### config.mk
export PLATFORM = sky130hd
export DESIGN_NAME = radix4_divider
export DESIGN_NICKNAME = d
export VERILOG_FILES = /design/src/rtl/div_pkg.sv /design/src/rtl/div_prep.sv /design/src/rtl/div_r4_step.sv /design/src/rtl/div_fix.sv /design/src/rtl/radix4_divider.sv
export SDC_FILE = /design/constraint.sdc
export NUM_CORES = 1
export LEC_CHECK = 0
export ABC_CLOCK_PERIOD_IN_PS = 5300
export BUFFER_PORTS_ARGS = -buffer_cell sky130_fd_sc_hd__buf_2
export CAP_MARGIN = 10
export CORE_ASPECT_RATIO = 2
export CORE_MARGIN = 1.5
export CORE_UTILIZATION = 30
export CTS_CLUSTER_SIZE = 16
export DETAILED_ROUTE_END_ITERATION = 10
export PLACE_DENSITY_LB_ADDON = 0.15
export SLEW_MARGIN = 20
export SYNTH_ARGS = -nofsm -noshare
export SYNTH_HDL_FRONTEND = slang
export SYNTH_SLANG_ARGS = --single-unit
### constraint.sdc
create_clock -name clk -period 5.3 [get_ports clk]
set_input_delay 1.06 -clock clk [delete_from_list [all_inputs] [get_ports clk]]
set_output_delay 1.06 -clock clk [all_outputs]
set_load 0.05 [all_outputs]
### src/rtl/div_pkg.sv
package div_pkg;
  typedef enum logic [1:0] {
    ST_IDLE  = 2'd0,
    ST_SETUP = 2'd1,
    ST_ITER  = 2'd2,
    ST_FIX   = 2'd3
  } div_state_e;
endpackage

### src/rtl/div_prep.sv
// Setup-cycle operand conditioning: magnitudes, sign flags, early exits.
module div_prep #(
  parameter int W = 16
) (
  input  logic [W-1:0]   hi_word,
  input  logic [W-1:0]   lo_word,
  input  logic [W-1:0]   dsr,
  input  logic           sgn,
  input  logic           wide,
  output logic [2*W-1:0] mag_dvd,
  output logic [W-1:0]   mag_dsr,
  output logic           neg_q,
  output logic           neg_r,
  output logic           dsr_zero,
  output logic           early_ovf
);
  localparam int DW = 2 * W;

  logic [DW-1:0] full_dvd;
  logic          dvd_neg;
  logic          dsr_neg;

  always_comb begin
    if (wide)
      full_dvd = {hi_word, lo_word};
    else if (sgn)
      full_dvd = {{W{lo_word[W-1]}}, lo_word};
    else
      full_dvd = {{W{1'b0}}, lo_word};
    dvd_neg   = sgn & full_dvd[DW-1];
    dsr_neg   = sgn & dsr[W-1];
    mag_dvd   = dvd_neg ? (~full_dvd + 1'b1) : full_dvd;
    mag_dsr   = dsr_neg ? (~dsr + 1'b1) : dsr;
    neg_r     = dvd_neg;
    neg_q     = dvd_neg ^ dsr_neg;
    dsr_zero  = (dsr == '0);
    early_ovf = (mag_dvd[DW-1:W] >= mag_dsr);
  end
endmodule

### src/rtl/div_r4_step.sv
// One radix-4 restoring step: compares the shifted partial remainder with 1x, 2x, 3x divisor.
module div_r4_step #(
  parameter int W = 16
) (
  input  logic [W-1:0] rem_in,
  input  logic [1:0]   next_bits,
  input  logic [W-1:0] dsr,
  output logic [W-1:0] rem_out,
  output logic [1:0]   digit
);
  localparam int RW = W + 2;

  logic [RW-1:0]        r4;
  logic [3:1][RW-1:0]   mult;
  logic [3:1][RW:0]     diff;
  logic [3:1]           fits;

  assign r4 = {rem_in, next_bits};

  for (genvar k = 1; k < 4; k++) begin : g_mult
    localparam logic [1:0] KK = 2'(k);
    assign mult[k] = {2'b00, dsr} * {{W{1'b0}}, KK};
    assign diff[k] = {1'b0, r4} - {1'b0, mult[k]};
    assign fits[k] = ~diff[k][RW];
  end

  always_comb begin
    if (fits[3]) begin
      digit   = 2'd3;
      rem_out = diff[3][W-1:0];
    end else if (fits[2]) begin
      digit   = 2'd2;
      rem_out = diff[2][W-1:0];
    end else if (fits[1]) begin
      digit   = 2'd1;
      rem_out = diff[1][W-1:0];
    end else begin
      digit   = 2'd0;
      rem_out = r4[W-1:0];
    end
  end
endmodule

### src/rtl/div_fix.sv
// Correction cycle: restore signs and check the signed result range.
module div_fix #(
  parameter int W = 16
) (
  input  logic [W-1:0] q_mag,
  input  logic [W-1:0] r_mag,
  input  logic         neg_q,
  input  logic         neg_r,
  input  logic         sgn,
  output logic [W-1:0] quo,
  output logic [W-1:0] rem,
  output logic         range_ovf
);
  localparam logic [W-1:0] MIN_MAG = {1'b1, {(W-1){1'b0}}};

  always_comb begin
    quo = neg_q ? (~q_mag + 1'b1) : q_mag;
    rem = neg_r ? (~r_mag + 1'b1) : r_mag;
    if (!sgn)
      range_ovf = 1'b0;
    else if (neg_q)
      range_ovf = (q_mag > MIN_MAG);
    else
      range_ovf = q_mag[W-1];
  end
endmodule

### src/rtl/radix4_divider.sv
module radix4_divider #(
  parameter int W = 16
) (
  input  logic         clk,
  input  logic         rst,
  input  logic         start,
  input  logic         sgn_mode,
  input  logic         wide_mode,
  input  logic         abort,
  input  logic [W-1:0] dvd_hi,
  input  logic [W-1:0] dvd_lo,
  input  logic [W-1:0] divisor,
  output logic [W-1:0] quotient,
  output logic [W-1:0] remainder,
  output logic         busy,
  output logic         done,
  output logic         div_zero,
  output logic         overflow
);
  import div_pkg::*;

  localparam int ITERS = W / 2;
  localparam int CW    = (ITERS > 1) ? $clog2(ITERS) : 1;
  localparam logic [CW-1:0] LAST = CW'(ITERS - 1);

  div_state_e    state;
  logic [CW-1:0] cnt;
  logic [W-1:0]  op_hi, op_lo, op_dsr;
  logic          op_sgn, op_wide;
  logic [W-1:0]  r_acc, sh_lo, q_acc, d_mag;
  logic          neg_q_r, neg_r_r;
  logic          done_q, dz_q, ovf_q;
  logic [W-1:0]  quo_q, rem_q;

  logic [2*W-1:0] p_mag_dvd;
  logic [W-1:0]   p_mag_dsr;
  logic           p_neg_q, p_neg_r, p_zero, p_early;
  logic [W-1:0]   s_rem;
  logic [1:0]     s_digit;
  logic [W-1:0]   f_quo, f_rem;
  logic           f_ovf;

  div_prep #(.W(W)) prep_i (
    .hi_word  (op_hi),
    .lo_word  (op_lo),
    .dsr      (op_dsr),
    .sgn      (op_sgn),
    .wide     (op_wide),
    .mag_dvd  (p_mag_dvd),
    .mag_dsr  (p_mag_dsr),
    .neg_q    (p_neg_q),
    .neg_r    (p_neg_r),
    .dsr_zero (p_zero),
    .early_ovf(p_early)
  );

  div_r4_step #(.W(W)) step_i (
    .rem_in   (r_acc),
    .next_bits(sh_lo[W-1:W-2]),
    .dsr      (d_mag),
    .rem_out  (s_rem),
    .digit    (s_digit)
  );

  div_fix #(.W(W)) fix_i (
    .q_mag    (q_acc),
    .r_mag    (r_acc),
    .neg_q    (neg_q_r),
    .neg_r    (neg_r_r),
    .sgn      (op_sgn),
    .quo      (f_quo),
    .rem      (f_rem),
    .range_ovf(f_ovf)
  );

  always_ff @(posedge clk) begin
    if (rst) begin
      state   <= ST_IDLE;
      cnt     <= '0;
      op_hi   <= '0;
      op_lo   <= '0;
      op_dsr  <= '0;
      op_sgn  <= 1'b0;
      op_wide <= 1'b0;
      r_acc   <= '0;
      sh_lo   <= '0;
      q_acc   <= '0;
      d_mag   <= '0;
      neg_q_r <= 1'b0;
      neg_r_r <= 1'b0;
      done_q  <= 1'b0;
      dz_q    <= 1'b0;
      ovf_q   <= 1'b0;
      quo_q   <= '0;
      rem_q   <= '0;
    end else begin
      done_q <= 1'b0;
      case (state)
        ST_IDLE: begin
          if (start) begin
            op_hi   <= dvd_hi;
            op_lo   <= dvd_lo;
            op_dsr  <= divisor;
            op_sgn  <= sgn_mode;
            op_wide <= wide_mode;
            dz_q    <= 1'b0;
            ovf_q   <= 1'b0;
            state   <= ST_SETUP;
          end
        end
        ST_SETUP: begin
          if (abort) begin
            state <= ST_IDLE;
          end else if (p_zero) begin
            dz_q   <= 1'b1;
            done_q <= 1'b1;
            state  <= ST_IDLE;
          end else if (p_early) begin
            ovf_q  <= 1'b1;
            done_q <= 1'b1;
            state  <= ST_IDLE;
          end else begin
            r_acc   <= p_mag_dvd[2*W-1:W];
            sh_lo   <= p_mag_dvd[W-1:0];
            q_acc   <= '0;
            d_mag   <= p_mag_dsr;
            neg_q_r <= p_neg_q;
            neg_r_r <= p_neg_r;
            cnt     <= '0;
            state   <= ST_ITER;
          end
        end
        ST_ITER: begin
          if (abort) begin
            state <= ST_IDLE;
          end else begin
            r_acc <= s_rem;
            sh_lo <= {sh_lo[W-3:0], 2'b00};
            q_acc <= {q_acc[W-3:0], s_digit};
            cnt   <= cnt + 1'b1;
            if (cnt == LAST) state <= ST_FIX;
          end
        end
        ST_FIX: begin
          if (abort) begin
            state <= ST_IDLE;
          end else begin
            done_q <= 1'b1;
            state  <= ST_IDLE;
            if (f_ovf) begin
              ovf_q <= 1'b1;
            end else begin
              quo_q <= f_quo;
              rem_q <= f_rem;
            end
          end
        end
        default: state <= ST_IDLE;
      endcase
    end
  end

  assign quotient  = quo_q;
  assign remainder = rem_q;
  assign busy      = (state != ST_IDLE);
  assign done      = done_q;
  assign div_zero  = dz_q;
  assign overflow  = ovf_q;
endmodule

==> results of run 1 <==
==> metal layers <==
metal  vias up  global-route usage  share of wire
li1       5148                   -              -
met1      4795               0.201           0.37
met2       194               0.377           0.55
met3        79              0.0278          0.023
met4         0               0.112          0.051
met5         -                   0              0
==> power groups by stage <==
| stage | sequential (uW) | combinational [uW] | clock, uW |
|---|---|---|---|
| after floorplan | 1300 | 1310 | 0 |
| after global placement | 1330 | 1830 | 0 |
| after detailed placement | 1330 | 1830 | 0 |
| after CTS | 1300 | 1840 | 1240 |
| after global routing | 1310 | 2010 | 1290 |
| final | 1300 | 1840 | 1190 |
==> state kept, by name, summed over array words and instances (netlist names), 2 cells and up <==
register   cells
op_hi         16
sh_lo         16
cnt            3
op_dsr        16
d_mag         16
state          2
q_acc         16
r_acc         16
op_lo         16
quotient      16
remainder     16
==> logic make-up after synthesis <==
kind of cell | after synthesis | synth area share
XOR/XNOR | 99 | 0.0795
adder cells (fa/ha/maj) | 92 | 0.117
AO/OA/AOI/OAI | 409 | 0.241
AND/OR/NAND/NOR | 516 | 0.214
buffers and inverters | 123 | 0.0440
multiplexers | 19 | 0.0185
flip-flops | 156 | 0.286
==> final cells by class <==
cell class / instances / area (sq um)
clock buffer: 19 / 433
clock inverter: 13 / 131
fill: 3896 / 23400
inverter: 45 / 169
multi-input combinational: 1135 / 7330
sequential: 156 / 3120
tap: 450 / 563
timing repair buffer: 115 / 656
==> worst max-delay path, delay by kind of cell, from the launching register on <==
kind	cells	cell delay [ns]
and+or+nand+nor	5	1.77
AOI/OAI and AO/OA	7	1.35
buffers and inverters	2	0.58
DFF	1	0.36
adders and majority gates	1	0.30
xor gates and xnor gates	1	0.29
==> cells in the mapped netlist (11+ instances only) <==
cell / number / area, sq um
a211oi_1: 46 / 345
a21o_1: 14 / 105
a21oi_1: 166 / 831
a31oi_1: 14 / 87.6
and3_1: 11 / 68.8
buf_2: 15 / 75.1
clkbuf_1: 55 / 206
dfxtp_1: 156 / 3120
fa_1: 17 / 340
ha_1: 75 / 938
inv_1: 45 / 169
nand2_1: 229 / 860
nand2b_1: 12 / 75.1
nand3_1: 38 / 190
nor2_1: 127 / 477
nor2b_1: 12 / 75.1
nor3_1: 26 / 130
o211ai_1: 18 / 135
o21a_1: 15 / 113
o21ai_0: 49 / 245
xnor2_1: 51 / 447
xor2_1: 48 / 420
==> worst paths after layout <==
check	from	endpoint	slack (ns)	cells past startpoint
worst max-delay path	op_lo[9]	sh_lo[11]	0.55	16
worst min-delay path	remainder[7]	remainder[7]	0.45	2
worst max register to register	op_lo[9]	sh_lo[11]	0.55	16
worst min register to register	remainder[7]	remainder[7]	0.45	2
==> per-stage QoR <==
| stage | hold slack, ns | std cells | setup WS, ns | cell area [sq um] |
|---|---|---|---|---|
| floorplan | 0.432 | 1414 | 1.32 | 10900 |
| global placement | 0.440 | 1900 | 0.593 | 11800 |
| detailed placement | 0.443 | 1900 | 0.548 | 11800 |
| CTS | 0.453 | 1932 | 0.516 | 12400 |
| global route | 0.469 | 1933 | 0.0322 | 12400 |
| finish | 0.449 | 1933 | 0.553 | 12400 |
==> flow_summary.toml, run 1 <==
[routing]
vias = 10200
route.detailed.drc = 0
drtIter0Drc = 480
routedWlPerCell_microns = 18.5
wl_mm = 35.7
dr.pass1.iters = 5
viasPerCell = 5.29
drt.antenna.violating_nets = 0

[clock_tree]
clkTransAtPathRegs_ns = 0.07
htree_levels = 4
clock_latency_ns = 0.44
numClockSinks = 156
postCtsSetupBuffers = 0
cts_buffers = 17
clockRootBuffer = "clkbuf_16"
cts_hold_repair.buffers = 0
cts_tree = "built"
cts_resized = 0
clk_path_buf_depth = 2

[power_and_ir_drop]
p_sw_uw = 1730
seq_power_share = 0.300
ir_worst_vdd_v = 0.000273
clkPwrFrac = 0.276
power_density_mw_per_mm2 = 349
power_leakage_uw = 0.00489
power_report.internal_total_uw = 2600
combPwrFrac = 0.424
swShare = 0.400
power_uw = 4330

[yosys]
ys_ff_latch = 156
syn_avg_cell_area_sq_um = 7.72
synth_area_sq_mm = 0.0109
syn_nets = 1560
ys_warn_count = 0
synth_edf_count = 0
async_reset_ff_frac = 0
ys_types = 81
yosys_most_used_dff = "dfxtp_1"
ys_seq_area_frac = 0.286
synthCells = 1414

[setup_path]
end_kind = "register"
cp_data_arrival_time_ns = 5.11
start_kind = "register"
path_max_fanout = 17
worstSetupPathType = "reg -> reg"
cp_common_cell = "o21ai_0"
critPathSlowestCell = "or4_4"
cp.required_ns = 5.67
crit_chain = "or4_4 -> nor4_4 -> nand4_4 -> o21ai_0 -> o21ai_0 -> xor2_1 -> ha_1 -> and3_1 -> o21ai_0 -> o2111ai_1 -> a2111oi_2 -> buf_4 -> or2_2 -> buf_4 -> o211ai_1 -> a21oi_1"
cpPeakStageDelay_ns = 0.59

[status]
status = "finished clean"

[die]
die_h_microns = 273
die_w_microns = 138
coreArea_sq_mm = 0.0358
boundaryPins = 90
fp.dieArea_sq_mm = 0.0376
initial_core_util = 0.305
row_count = 98

[grt]
antenna_found_initial = 0
grt_pass1_vias = 10400
grt_pass1_wl_mm = 56.8
grt_max_degree = 66
grt_use_total = 0.199
grt-ovfl-total = 0

[final_layout]
post-route-util = 0.347
diodes = 0
fin_nets = 1616
layout_commonest_cell = "nand2_1"
layout_common_cells = "nand2_1 (229), a21oi_1 (165), dfxtp_1 (156)"
drive_gt1_frac = 0.121
syn_to_final_growth_pct = 13.7

[placed_design]
place.gp.congestion = 0.911
hpwlAfterDp_mm = 28.4
port_buffers = 89

[sta]
setup_tns_ns = 0
drv_slew = 0
period_share = 0.896
final_hold_viol_count = 0
fmax_mhz = 211
fin_skew_ns = 0.00822
relSlewSlack = 0.368
setup_viol = 0
fin_crit_ns = 4.75
rsz0062_at_grt = "no"
tightestPinTransition_ns = 0.938

[min_path]
hold_class = "reg -> reg"

[flow_run]
maxCapViolations = 0
(Power assumes the default switching activity.)
==> inputs of run 2 (changes only) <==
--- a/config.mk
+++ b/config.mk
@@ -14,6 +14,8 @@
 export CTS_CLUSTER_SIZE = 16
 export DETAILED_ROUTE_END_ITERATION = 10
 export PLACE_DENSITY_LB_ADDON = 0.15
+export RECOVER_POWER = 100
+export SKIP_CTS_REPAIR_TIMING = 1
 export SLEW_MARGIN = 20
 export SYNTH_ARGS = -nofsm -noshare
 export SYNTH_HDL_FRONTEND = slang
==> flow_summary.toml, run 2 (synthesis results as in run 1) <==
[status]
status = "complete, but fails checks"
violations = "capacitance limit, slew limit"

[grt]
grt-ovfl-total = 0
grt_max_degree = 66
grt_pass1_wl_mm = 56.8
grt_pass1_vias = 10400
antenna_found_initial = 0
grt_use_total = 0.199

[die]
coreArea_sq_mm = 0.0358
die_h_microns = 273
fp.dieArea_sq_mm = 0.0376
die_w_microns = 138
row_count = 98
boundaryPins = 90
initial_core_util = 0.305

[clock_tree]
clockRootBuffer = "clkbuf_16"
numClockSinks = 156
cts_buffers = 17
htree_levels = 4
clock_latency_ns = 0.45
clkTransAtPathRegs_ns = 0.07
clk_path_buf_depth = 2
cts_tree = "built"

[sta]
drv_slew = 93
setup_tns_ns = 0
fin_crit_ns = 4.75
fmax_mhz = 211
period_share = 0.896
tightestPinTransition_ns = 2.53
holdWs_ns = 0.452
setup_viol = 0
relSlewSlack = -0.689
rsz0062_at_grt = "no"
final_hold_viol_count = 0
fin_skew_ns = 0.0102

[placed_design]
port_buffers = 89
post-place-cells = 1900
dpl-instance-area_sq_mm = 0.0118
hpwlAfterDp_mm = 28.4
place.gp.congestion = 0.911

[final_layout]
stdcell_area_sq_mm = 0.0123
layoutNonFillerInstCount = 1933
post-route-util = 0.344
layout_commonest_cell = "nand2_1"
diodes = 0
fin_nets = 1616
drive_gt1_frac = 0.0944
syn_to_final_growth_pct = 13.0
layout_common_cells = "nand2_1 (229), a21oi_1 (165), dfxtp_1 (156)"

[flow_run]
maxCapViolations = 2

[routing]
dr.pass1.iters = 5
routedWlPerCell_microns = 18.4
wl_mm = 35.7
drtIter0Drc = 419
drt.antenna.violating_nets = 0
viasPerCell = 5.28
vias = 10200
route.detailed.drc = 0

[setup_path]
end_kind = "register"
rr_worst_depth = 16
worstSetupPathType = "reg -> reg"
cpPeakStageDelay_ns = 0.59
path_max_fanout = 17
crit_family = "simple AND/OR/NAND/NOR gates"
start_kind = "register"
r2r_setup_slack_ns = 0.55
cp_data_arrival_time_ns = 5.12
critPathSlowestCell = "or4_4"
crit_chain = "or4_4 -> nor4_4 -> nand4_4 -> o21ai_0 -> o21ai_0 -> xor2_1 -> ha_1 -> and3_1 -> o21ai_0 -> o2111ai_1 -> a2111oi_2 -> buf_4 -> or2_2 -> buf_4 -> o211ai_1 -> a21oi_1"
path_buf_inv = 2
cp_common_cell = "o21ai_0"
cp.required_ns = 5.67
critical_path_depth = 16

[power_and_ir_drop]
ir_worst_vdd_v = 0.000273
power_density_mw_per_mm2 = 351
power_leakage_uw = 0.00473

[min_path]
hold_class = "reg -> reg"
min_delay_path_depth = 2
==> run 2: cell count changes in the layout (fill, tap and decap cells not counted), sizes merged <==
cell,delta
buf,-38
clkbuf,+38
==> run 2: final timing paths <==
path                startpoint           end
setup / recovery      op_lo[9]      sh_lo[6]
hold / removal    remainder[7]  remainder[7]
setup reg to reg      op_lo[9]      sh_lo[6]
hold reg to reg   remainder[7]  remainder[7]
==> run 2: power by group <==
group | switching, uW | leakage, uW | internal [uW]
sequential | 80.0 | 0.00127 | 1220
combinational | 1110 | 0.00319 | 721
clock | 540 | 0.000264 | 656
==> run 2: cell type report <==
type / count / area, sq um
Clock buffer: 19 / 433
Clock inverter: 13 / 131
Fill cell: 3915 / 23500
Inverter: 45 / 169
Multi-Input combinational cell: 1135 / 7320
Sequential cell: 156 / 3120
Tap cell: 450 / 563
Timing Repair Buffer: 115 / 594
==> run 2: metrics by stage <==
step / total power (uW) / setup WS (ns)
2_1_floorplan: 2610 / 1.32
3_3_place_gp: 3160 / 0.593
3_5_place_dp: 3160 / 0.548
4_1_cts: 4380 / 0.516
5_1_grt: 4610 / 0.0224
6_report: 4330 / 0.550
==> run 2: routing by layer <==
metal	vias up	GRT usage	wire length, microns
met1	4793	0.201	13300
met5	-	0	0
met4	0	0.112	1840
met3	78	0.0278	864
met2	183	0.377	19700
li1	5152	-	-
==> run 2: worst register-to-register path, cell delays in order (launching register included) <==
cell,delay (ns)
dfxtp_1,0.36
or4_4,0.59
nor4_4,0.40
nand4_4,0.21
o21ai_0,0.30
o21ai_0,0.16
xor2_1,0.29
ha_1,0.30
and3_1,0.18
o21ai_0,0.09
o2111ai_1,0.19
a2111oi_2,0.37
buf_4,0.29
or2_2,0.40
buf_4,0.29
o211ai_1,0.12
a21oi_1,0.15
